--- src/rtl/tcb_pkg.sv ---
// Shared constants and frame layout for the trace capture buffer.
package tcb_pkg;
    localparam int DATA_W  = 32;
    localparam int ADDR_FW = 7;
    localparam int FRAME_W = DATA_W + ADDR_FW + 1;

    localparam logic [ADDR_FW-1:0] A_IDENT  = 7'd0;
    localparam logic [ADDR_FW-1:0] A_DEPTH  = 7'd1;
    localparam logic [ADDR_FW-1:0] A_WIDTH  = 7'd2;
    localparam logic [ADDR_FW-1:0] A_STATUS = 7'd3;
    localparam logic [ADDR_FW-1:0] A_DATA   = 7'd4;
    localparam logic [ADDR_FW-1:0] A_RPTR   = 7'd5;
    localparam logic [ADDR_FW-1:0] A_WPTR   = 7'd6;
    localparam logic [ADDR_FW-1:0] A_TCOUNT = 7'd7;
    localparam logic [ADDR_FW-1:0] A_CTRL   = 7'd8;

    localparam int CTRL_RUN   = 0;
    localparam int CTRL_DEMUX = 1;

    // Serial frame: direction on top, then address, then data.
    typedef struct packed {
        logic               write;
        logic [ADDR_FW-1:0] addr;
        logic [DATA_W-1:0]  data;
    } frame_t;
endpackage

--- src/rtl/tcb_shift_port.sv ---
// Serial frame register. Assumes capture, shift and update strobes are
// mutually exclusive single-cycle pulses. Data leaves LSB first on sc_tdo.
module tcb_shift_port
    import tcb_pkg::*;
(
    input  logic              clk,
    input  logic              rst_n,
    input  logic              cap,
    input  logic              shift,
    input  logic              upd,
    input  logic              tdi,
    input  logic [DATA_W-1:0] load_data,
    output logic              tdo,
    output logic              req_valid,
    output frame_t            req
);
    logic [FRAME_W-1:0] sr_q;

    // Frame register: load read result on capture, shift right on shift.
    always_ff @(posedge clk) begin
        if (!rst_n)
            sr_q <= '0;
        else if (cap)
            sr_q <= {{(FRAME_W-DATA_W){1'b0}}, load_data};
        else if (shift)
            sr_q <= {tdi, sr_q[FRAME_W-1:1]};
    end

    assign tdo       = sr_q[0];
    assign req_valid = upd;
    assign req       = frame_t'(sr_q);
endmodule

--- src/rtl/tcb_capture.sv ---
// Capture engine: one-word staging register, circular RAM, write pointer,
// post-trigger countdown, control bits and status flags.
// Assumes DEPTH is a power of two so pointers wrap by overflow.
module tcb_capture
    import tcb_pkg::*;
#(
    parameter int AW    = 6,
    localparam int DEPTH = 1 << AW
) (
    input  logic              clk,
    input  logic              rst_n,
    input  logic              trace_valid,
    input  logic [DATA_W-1:0] trace_word,
    input  logic              trigger_in,
    input  logic              wr_ctrl,
    input  logic              wr_wptr,
    input  logic              wr_tcnt,
    input  logic [DATA_W-1:0] wdata,
    input  logic [AW-1:0]     rd_idx,
    output logic [DATA_W-1:0] rd_word,
    output logic              run,
    output logic              demux,
    output logic [AW-1:0]     wptr,
    output logic [DATA_W-1:0] tcnt,
    output logic              full,
    output logic              trig,
    output logic              acq,
    output logic              empty
);
    localparam logic [AW-1:0] LAST = AW'(DEPTH - 1);

    logic [DATA_W-1:0] mem [DEPTH];
    logic [DATA_W-1:0] stage_q;
    logic              pend_q;
    logic              done_now;
    logic              accept;
    logic              arm;

    assign done_now = trig && (tcnt == '0);
    assign accept   = run && !acq && trace_valid && !done_now;
    assign arm      = wr_ctrl && wdata[CTRL_RUN];

    // Control bits and completion: a register write wins over auto-stop.
    always_ff @(posedge clk) begin
        if (!rst_n) begin
            run   <= 1'b0;
            demux <= 1'b0;
            acq   <= 1'b0;
        end else if (wr_ctrl) begin
            run   <= wdata[CTRL_RUN];
            demux <= wdata[CTRL_DEMUX];
            if (wdata[CTRL_RUN])
                acq <= 1'b0;
        end else if (run && !acq && done_now) begin
            run <= 1'b0;
            acq <= 1'b1;
        end
    end

    // Triggered flag: set by a trigger pulse during capture, cleared on re-arm.
    always_ff @(posedge clk) begin
        if (!rst_n)
            trig <= 1'b0;
        else if (arm)
            trig <= 1'b0;
        else if (run && !acq && trigger_in)
            trig <= 1'b1;
    end

    // Post-trigger count: loaded by host, decremented per accepted word after trigger.
    always_ff @(posedge clk) begin
        if (!rst_n)
            tcnt <= '0;
        else if (wr_tcnt)
            tcnt <= wdata;
        else if (accept && trig)
            tcnt <= tcnt - 1'b1;
    end

    // Staging register between the strobe and the RAM write.
    always_ff @(posedge clk) begin
        if (!rst_n) begin
            pend_q  <= 1'b0;
            stage_q <= '0;
        end else begin
            pend_q <= accept;
            if (accept)
                stage_q <= trace_word;
        end
    end

    // Write pointer and wrap flag.
    always_ff @(posedge clk) begin
        if (!rst_n) begin
            wptr <= '0;
            full <= 1'b0;
        end else begin
            if (wr_wptr)
                wptr <= wdata[AW-1:0];
            else if (pend_q)
                wptr <= wptr + 1'b1;
            if (arm)
                full <= 1'b0;
            else if (pend_q && wptr == LAST)
                full <= 1'b1;
        end
    end

    // Trace RAM write port.
    always_ff @(posedge clk) begin
        if (pend_q)
            mem[wptr] <= stage_q;
    end

    assign rd_word = mem[rd_idx];
    assign empty   = !pend_q;

    AST_DONE_IDLE: assert property (@(posedge clk) disable iff (!rst_n)
        acq |-> !run);
    AST_COUNT_FROZEN: assert property (@(posedge clk) disable iff (!rst_n)
        (!trig && !wr_tcnt) |=> $stable(tcnt));
    AST_FULL_STICKY: assert property (@(posedge clk) disable iff (!rst_n)
        (full && !arm) |=> full);
    AST_STOPPED_NO_STORE: assert property (@(posedge clk) disable iff (!rst_n)
        (!run && empty && !wr_wptr) |=> $stable(wptr));
endmodule

--- src/rtl/tcb_regs.sv ---
// Register decode: read mux, delayed read result, read pointer with
// auto-increment on data reads, and write strobes to the capture engine.
module tcb_regs
    import tcb_pkg::*;
#(
    parameter int          AW       = 6,
    parameter logic [31:0] ID_VALUE = 32'h0B7C_1A01,
    localparam int         DEPTH    = 1 << AW
) (
    input  logic              clk,
    input  logic              rst_n,
    input  logic              req_valid,
    input  frame_t            req,
    input  logic [DATA_W-1:0] rd_word,
    input  logic              run,
    input  logic              demux,
    input  logic [AW-1:0]     wptr,
    input  logic [DATA_W-1:0] tcnt,
    input  logic              full,
    input  logic              trig,
    input  logic              acq,
    input  logic              empty,
    output logic [AW-1:0]     rptr,
    output logic [DATA_W-1:0] result,
    output logic              wr_ctrl,
    output logic              wr_wptr,
    output logic              wr_tcnt,
    output logic [DATA_W-1:0] wdata
);
    logic              do_wr;
    logic              do_rd;
    logic [DATA_W-1:0] rd_val;

    assign do_wr   = req_valid && req.write;
    assign do_rd   = req_valid && !req.write;
    assign wr_ctrl = do_wr && (req.addr == A_CTRL);
    assign wr_wptr = do_wr && (req.addr == A_WPTR);
    assign wr_tcnt = do_wr && (req.addr == A_TCOUNT);
    assign wdata   = req.data;

    // Read mux over the register map; unmapped addresses read zero.
    always_comb begin
        unique case (req.addr)
            A_IDENT:  rd_val = ID_VALUE;
            A_DEPTH:  rd_val = DATA_W'(DEPTH);
            A_WIDTH:  rd_val = DATA_W'(DATA_W);
            A_STATUS: rd_val = {{(DATA_W-4){1'b0}}, empty, acq, trig, full};
            A_DATA:   rd_val = rd_word;
            A_RPTR:   rd_val = {{(DATA_W-AW){1'b0}}, rptr};
            A_WPTR:   rd_val = {{(DATA_W-AW){1'b0}}, wptr};
            A_TCOUNT: rd_val = tcnt;
            A_CTRL:   rd_val = {{(DATA_W-2){1'b0}}, demux, run};
            default:  rd_val = '0;
        endcase
    end

    // Delayed read result, returned in the next frame.
    always_ff @(posedge clk) begin
        if (!rst_n)
            result <= '0;
        else if (do_rd)
            result <= rd_val;
    end

    // Read pointer: host-writable, advances after each data read.
    always_ff @(posedge clk) begin
        if (!rst_n)
            rptr <= '0;
        else if (do_wr && req.addr == A_RPTR)
            rptr <= req.data[AW-1:0];
        else if (do_rd && req.addr == A_DATA)
            rptr <= rptr + 1'b1;
    end

    AST_RPTR_ADVANCE: assert property (@(posedge clk) disable iff (!rst_n)
        (do_rd && req.addr == A_DATA) |=> (rptr == AW'($past(rptr) + 1'b1)));
    AST_RESULT_HELD: assert property (@(posedge clk) disable iff (!rst_n)
        !req_valid |=> $stable(result));
endmodule

--- src/rtl/trace_capture_buffer.sv ---
// Top: circular trace capture buffer with a serial register port.
// Assumes the host issues one strobe (capture, shift or update) per cycle.
module trace_capture_buffer
    import tcb_pkg::*;
#(
    parameter int          DEPTH_LOG2 = 6,
    parameter logic [31:0] ID_VALUE   = 32'h0B7C_1A01
) (
    input  logic        clk,
    input  logic        rst_n,
    input  logic        trace_valid,
    input  logic [31:0] trace_word,
    input  logic        trigger_in,
    input  logic        sc_capture,
    input  logic        sc_shift,
    input  logic        sc_update,
    input  logic        sc_tdi,
    output logic        sc_tdo
);
    localparam int AW = DEPTH_LOG2;

    frame_t            req;
    logic              req_valid;
    logic [DATA_W-1:0] result;
    logic [DATA_W-1:0] rd_word;
    logic [AW-1:0]     rptr;
    logic [AW-1:0]     wptr;
    logic [DATA_W-1:0] tcnt;
    logic [DATA_W-1:0] wdata;
    logic              run, demux, full, trig, acq, empty;
    logic              wr_ctrl, wr_wptr, wr_tcnt;

    tcb_shift_port u_port (
        .clk       (clk),
        .rst_n     (rst_n),
        .cap       (sc_capture),
        .shift     (sc_shift),
        .upd       (sc_update),
        .tdi       (sc_tdi),
        .load_data (result),
        .tdo       (sc_tdo),
        .req_valid (req_valid),
        .req       (req)
    );

    tcb_regs #(.AW(AW), .ID_VALUE(ID_VALUE)) u_regs (
        .clk       (clk),
        .rst_n     (rst_n),
        .req_valid (req_valid),
        .req       (req),
        .rd_word   (rd_word),
        .run       (run),
        .demux     (demux),
        .wptr      (wptr),
        .tcnt      (tcnt),
        .full      (full),
        .trig      (trig),
        .acq       (acq),
        .empty     (empty),
        .rptr      (rptr),
        .result    (result),
        .wr_ctrl   (wr_ctrl),
        .wr_wptr   (wr_wptr),
        .wr_tcnt   (wr_tcnt),
        .wdata     (wdata)
    );

    tcb_capture #(.AW(AW)) u_cap (
        .clk         (clk),
        .rst_n       (rst_n),
        .trace_valid (trace_valid),
        .trace_word  (trace_word),
        .trigger_in  (trigger_in),
        .wr_ctrl     (wr_ctrl),
        .wr_wptr     (wr_wptr),
        .wr_tcnt     (wr_tcnt),
        .wdata       (wdata),
        .rd_idx      (rptr),
        .rd_word     (rd_word),
        .run         (run),
        .demux       (demux),
        .wptr        (wptr),
        .tcnt        (tcnt),
        .full        (full),
        .trig        (trig),
        .acq         (acq),
        .empty       (empty)
    );
endmodule

--- config.mk ---
export PLATFORM = sky130hd
export DESIGN_NAME = trace_capture_buffer
export DESIGN_NICKNAME = d
export VERILOG_FILES = /design/src/rtl/tcb_pkg.sv /design/src/rtl/tcb_shift_port.sv /design/src/rtl/tcb_capture.sv /design/src/rtl/tcb_regs.sv /design/src/rtl/trace_capture_buffer.sv
export SDC_FILE = /design/constraint.sdc
export NUM_CORES = 2
export LEC_CHECK = 0
export BUFFER_PORTS_ARGS = -buffer_cell sky130_fd_sc_hd__buf_2
export CELL_PAD_IN_SITES_DETAIL_PLACEMENT = 1
export CELL_PAD_IN_SITES_GLOBAL_PLACEMENT = 1
export CORE_MARGIN = 10
export CORE_UTILIZATION = 40
export CTS_CLUSTER_SIZE = 28
export DETAILED_ROUTE_END_ITERATION = 8
export PLACE_DENSITY = 0.57
export SKIP_LAST_GASP = 1
export SLEW_MARGIN = 20
export SYNTH_ARGS = -nofsm -noshare
export SYNTH_HDL_FRONTEND = slang
export SYNTH_SLANG_ARGS = --single-unit
--- constraint.sdc ---
create_clock -name clk -period 5.1 [get_ports clk]
set_input_delay 0.765 -clock clk [delete_from_list [all_inputs] [get_ports clk]]
set_output_delay 0.765 -clock clk [all_outputs]
set_load 0.03 [all_outputs]
==> results.md <==
- Run status: completed
- WHS Endpoint: u_cap.stage_q[3]
- DR iter-0 viols: 5058
- Number of flops mapped to enable cells by yosys: 2048
- Synth area leaders: edfxtp_1 (72%), mux4_2 (12%), dfxtp_1 (3.7%)
- Worst-path fanout max: 32
- Nets@finish: 4655
- Initial core utilization: 40.32%
- Fmax: 0.2462 GHz
- Buf/Inv on CP: 2
- Drt via density: 5.931
- Num rows: 169
- Hold depth: 3
- Die width: 483.1 um
- Post_cts resized: 0
- Clock Tree Buf Depth: 3
- Wire per inst: 35.42 um
- CP Cell Sequence: buf_4 -> mux4_2 -> mux4_2 -> o21ai_0 -> buf_4 -> o21ai_0
- Clock H-tree levels: 4
- Crit path time final: 4.062 ns
- CTS Sinks: 2208
- Synth Warn #: 0
- Ys flop type: edfxtp_1
- Clock latency on the worst-skew pair: 0.87 ns
- Pre-Repair DR Iteration Count: 5
- Worst EP arrival: 4.80 ns
- Pins Over Slew Limit: 0
- DRC: 0
- Mapped Area: 85770 um2
- Post-Route WL: 270500 um
- #FFs+latches synth: 2208
- Worst stage delay on the critical path: 0.96 ns
- Syn Inst Count: 4361
- Global-route usage over all layers: 22.54%
- Worst flop-to-flop path endpoint: u_regs.result[24]
- Layout cells sized above 1: 25.34%
- Setup crit start kind: flip-flop
- Sequential area share after synthesis: 75.43%
- First-pass GRT wire length: 377000 um
- Area grow syn2layout: 14.72%
- Fill count: 19650
- CTS buffer count: 228
- GRT overflow: 0
- Power per standard cell area: 369.6 nW/um2
- Avg Cell Area, Syn: 19.67 um2
- Worst hold start: trace_word[3]
- Least-Margin Pin Slew: 1.220 ns
- Syn nets: 4404
- CTS tree: built
- Req. time, crit path: 5.84 ns
- Hold buffer count at CTS: 0
- Distinct cells, synth: 75
- Busiest grt layer: met2
- Ports: 41
- Headroom to the max-slew limit: 17.83%
- IO buf count: 40
- Final Hold Viols: 0
- Antenna violations before repair: 16
- Clock-pin slew on the worst setup and hold paths: 0.07 ns
- Core footprint: 212700 um2
- Clock root buffer: clkbuf_16
- Met3 Use GR: 3.350%
- Unrepaired setup endpoints after global routing: false
- Hold Worst Slack: 0.1306 ns
- Hold Crit Class: in2reg
- Fin area: 98400 um2
- Delay-heaviest family, CP: multiplexers
- Setup-failing EPs final: 0
- Met2 usage: 36.20%
- Number of global-route vias before repair: 46590
- Setup bufs post-CTS: 0
- Detailed-route via count: 45310
- Placed cells: 7203
- Async S/R FF share, synth: 0%
- Area share of the leading cell type in the synthesized netlist: 71.70%
- WS Path Type: reg2reg
- Largest net degree at the start of global routing: 124
- Leakage: 35.29 nW
- Critical path's slowest cell: o21ai_0
- Reg2reg path depth: 6
- Power Total: 0.03637 W
- Crit end category: flip-flop
- Reg2reg setup slack: 1.04 ns
- Post-DP HPWL: 165500 um
- Post-route ant nets: 0
- Die ar.: 233400 um2
- Placed cell areas: 90920 um2
- Final period util: 79.65%
- Max Cap Viol: 0
- Final std cells w/o fill: 7639
- Chip Height: 483.1 um
- Leading area contributor after synthesis: edfxtp_1
- Worst VDD drop: 0.3974 mV
- Worst Skew: 0.03753 ns
- GPL Wtd Cong: 0.8486
- Setup TNS Final: 0 ns
- Met1 Use GR: 31.97%
-- per-stage QoR --
stage	setup WS [ns]	utilization (%)
finish	1.038	46.26
global route	1.023	46.25
CTS	1.151	46.25
detailed placement	1.165	42.74
global placement	0.5138	42.72
floorplan	1.226	-
-- worst max-delay path by stage --
stage / endpoint / start / slack, ns / depth (start not counted)
3_3_place_gp: u_regs.result[29] / flip-flop / 0.51 / 7
2_1_floorplan: u_cap.mem[49][0] / u_cap.pend_q / 1.23 / 5
5_1_grt: u_regs.result[24] / flip-flop / 1.02 / 6
6_report: u_regs.result[24] / flip-flop / 1.04 / 6
3_5_place_dp: u_regs.result[24] / flip-flop / 1.17 / 6
4_1_cts: u_regs.result[24] / flip-flop / 1.15 / 6
-- cell families after synthesis --
family	after synthesis	synth area share, %
muxes	762	15.67
DFF	2208	75.43
and+or+nand+nor	598	3.377
AOI/OAI and AO/OA	491	3.774
xor gates and xnor gates	32	0.3268
buffers and inverters	267	1.374
adders and majority gates	3	0.04377
-- where the power goes --
part | switching, W | total, W | leakage (nW) | internal, W
sequential | 0.0000192 | 0.0195 | 25.0 | 0.0195
combinational | 0.0000881 | 0.000133 | 6.62 | 0.0000451
clock | 0.00715 | 0.0167 | 3.67 | 0.00958
-- registers in the layout (all words and copies together), names as in the netlist, named ones only --
name / cells
u_cap.demux: 1
u_cap.acq: 1
u_cap.pend_q: 1
u_cap.run: 1
u_cap.stage_q: 32
u_port.req: 40
u_regs.rptr: 6
u_cap.trig: 1
u_cap.tcnt: 32
u_cap.full: 1
u_regs.result: 32
u_cap.wptr: 6
u_cap.mem: 2048
-- layout by cell type (no fill, tap or decap), types with 12 or more instances in the layout --
cell type / count
bufinv_16: 21
clkbuf_1: 61
dfxtp_2: 28
a21boi_1: 21
nand3_1: 52
nor3_1: 20
a21oi_1: 66
inv_1: 12
nand2_1: 214
a22oi_1: 46
dfxtp_1: 123
clkinv_2: 50
a21boi_0: 15
nor2_1: 58
buf_12: 15
o21ai_0: 152
a211oi_1: 29
buf_2: 40
xor2_1: 21
buf_4: 219
clkbuf_16: 233
edfxtp_1: 2048
mux2_2: 27
nor2b_1: 37
o22ai_1: 37
mux4_2: 462
and2_1: 44
clkinv_1: 36
nand2b_1: 15
and3_1: 14
nor2_4: 62
a221oi_1: 25
nand4_1: 22
mux2i_1: 273
-- layout make-up --
class,count,area (um2),area share [%]
diodes,8,20.02,0.02034
clock buffers,302,6170,6.270
clock inverters,126,1286,1.307
inverters,13,51.30,0.05213
multi-input cells,1886,20420,20.75
flip-flops and latches,2208,64770,65.82
well taps,2821,3530,3.587
repair buffers,275,2155,2.190
-- synthesized netlist by cell type (all sizes together), types with 11 or more instances --
| master | instances |
|---|---|
| nor2 | 121 |
| dfxtp | 160 |
| mux2 | 27 |
| xor2 | 21 |
| nor3 | 22 |
| and3 | 14 |
| nand4 | 23 |
| a22oi | 46 |
| a221oi | 26 |
| mux2i | 273 |
| a21oi | 66 |
| a211oi | 29 |
| nand2b | 15 |
| nor4 | 12 |
| o22ai | 37 |
| inv | 13 |
| nand2 | 214 |
| o21ai | 155 |
| xnor2 | 11 |
| a21boi | 36 |
| and2 | 47 |
| nand3 | 53 |
| clkbuf | 113 |
| buf | 141 |
| mux4 | 462 |
| edfxtp | 2048 |
| nor2b | 38 |
-- metal layers --
| layer | vias to the layer above | part of all wire, % |
|---|---|---|
| met4 | 4 | 3.1 |
| met3 | 377 | 5.9 |
| met1 | 24910 | 43 |
| met5 | - | 0.010 |
| met2 | 1572 | 48 |
| li1 | 18450 | - |
-- worst reg2reg max path: stages (launching register included) --
cell,delay (ns)
dfxtp_4,0.91
buf_4,0.57
mux4_2,0.60
mux4_2,0.54
o21ai_0,0.97
buf_4,0.25
o21ai_0,0.08
Power figures use the tool's default switching activity.
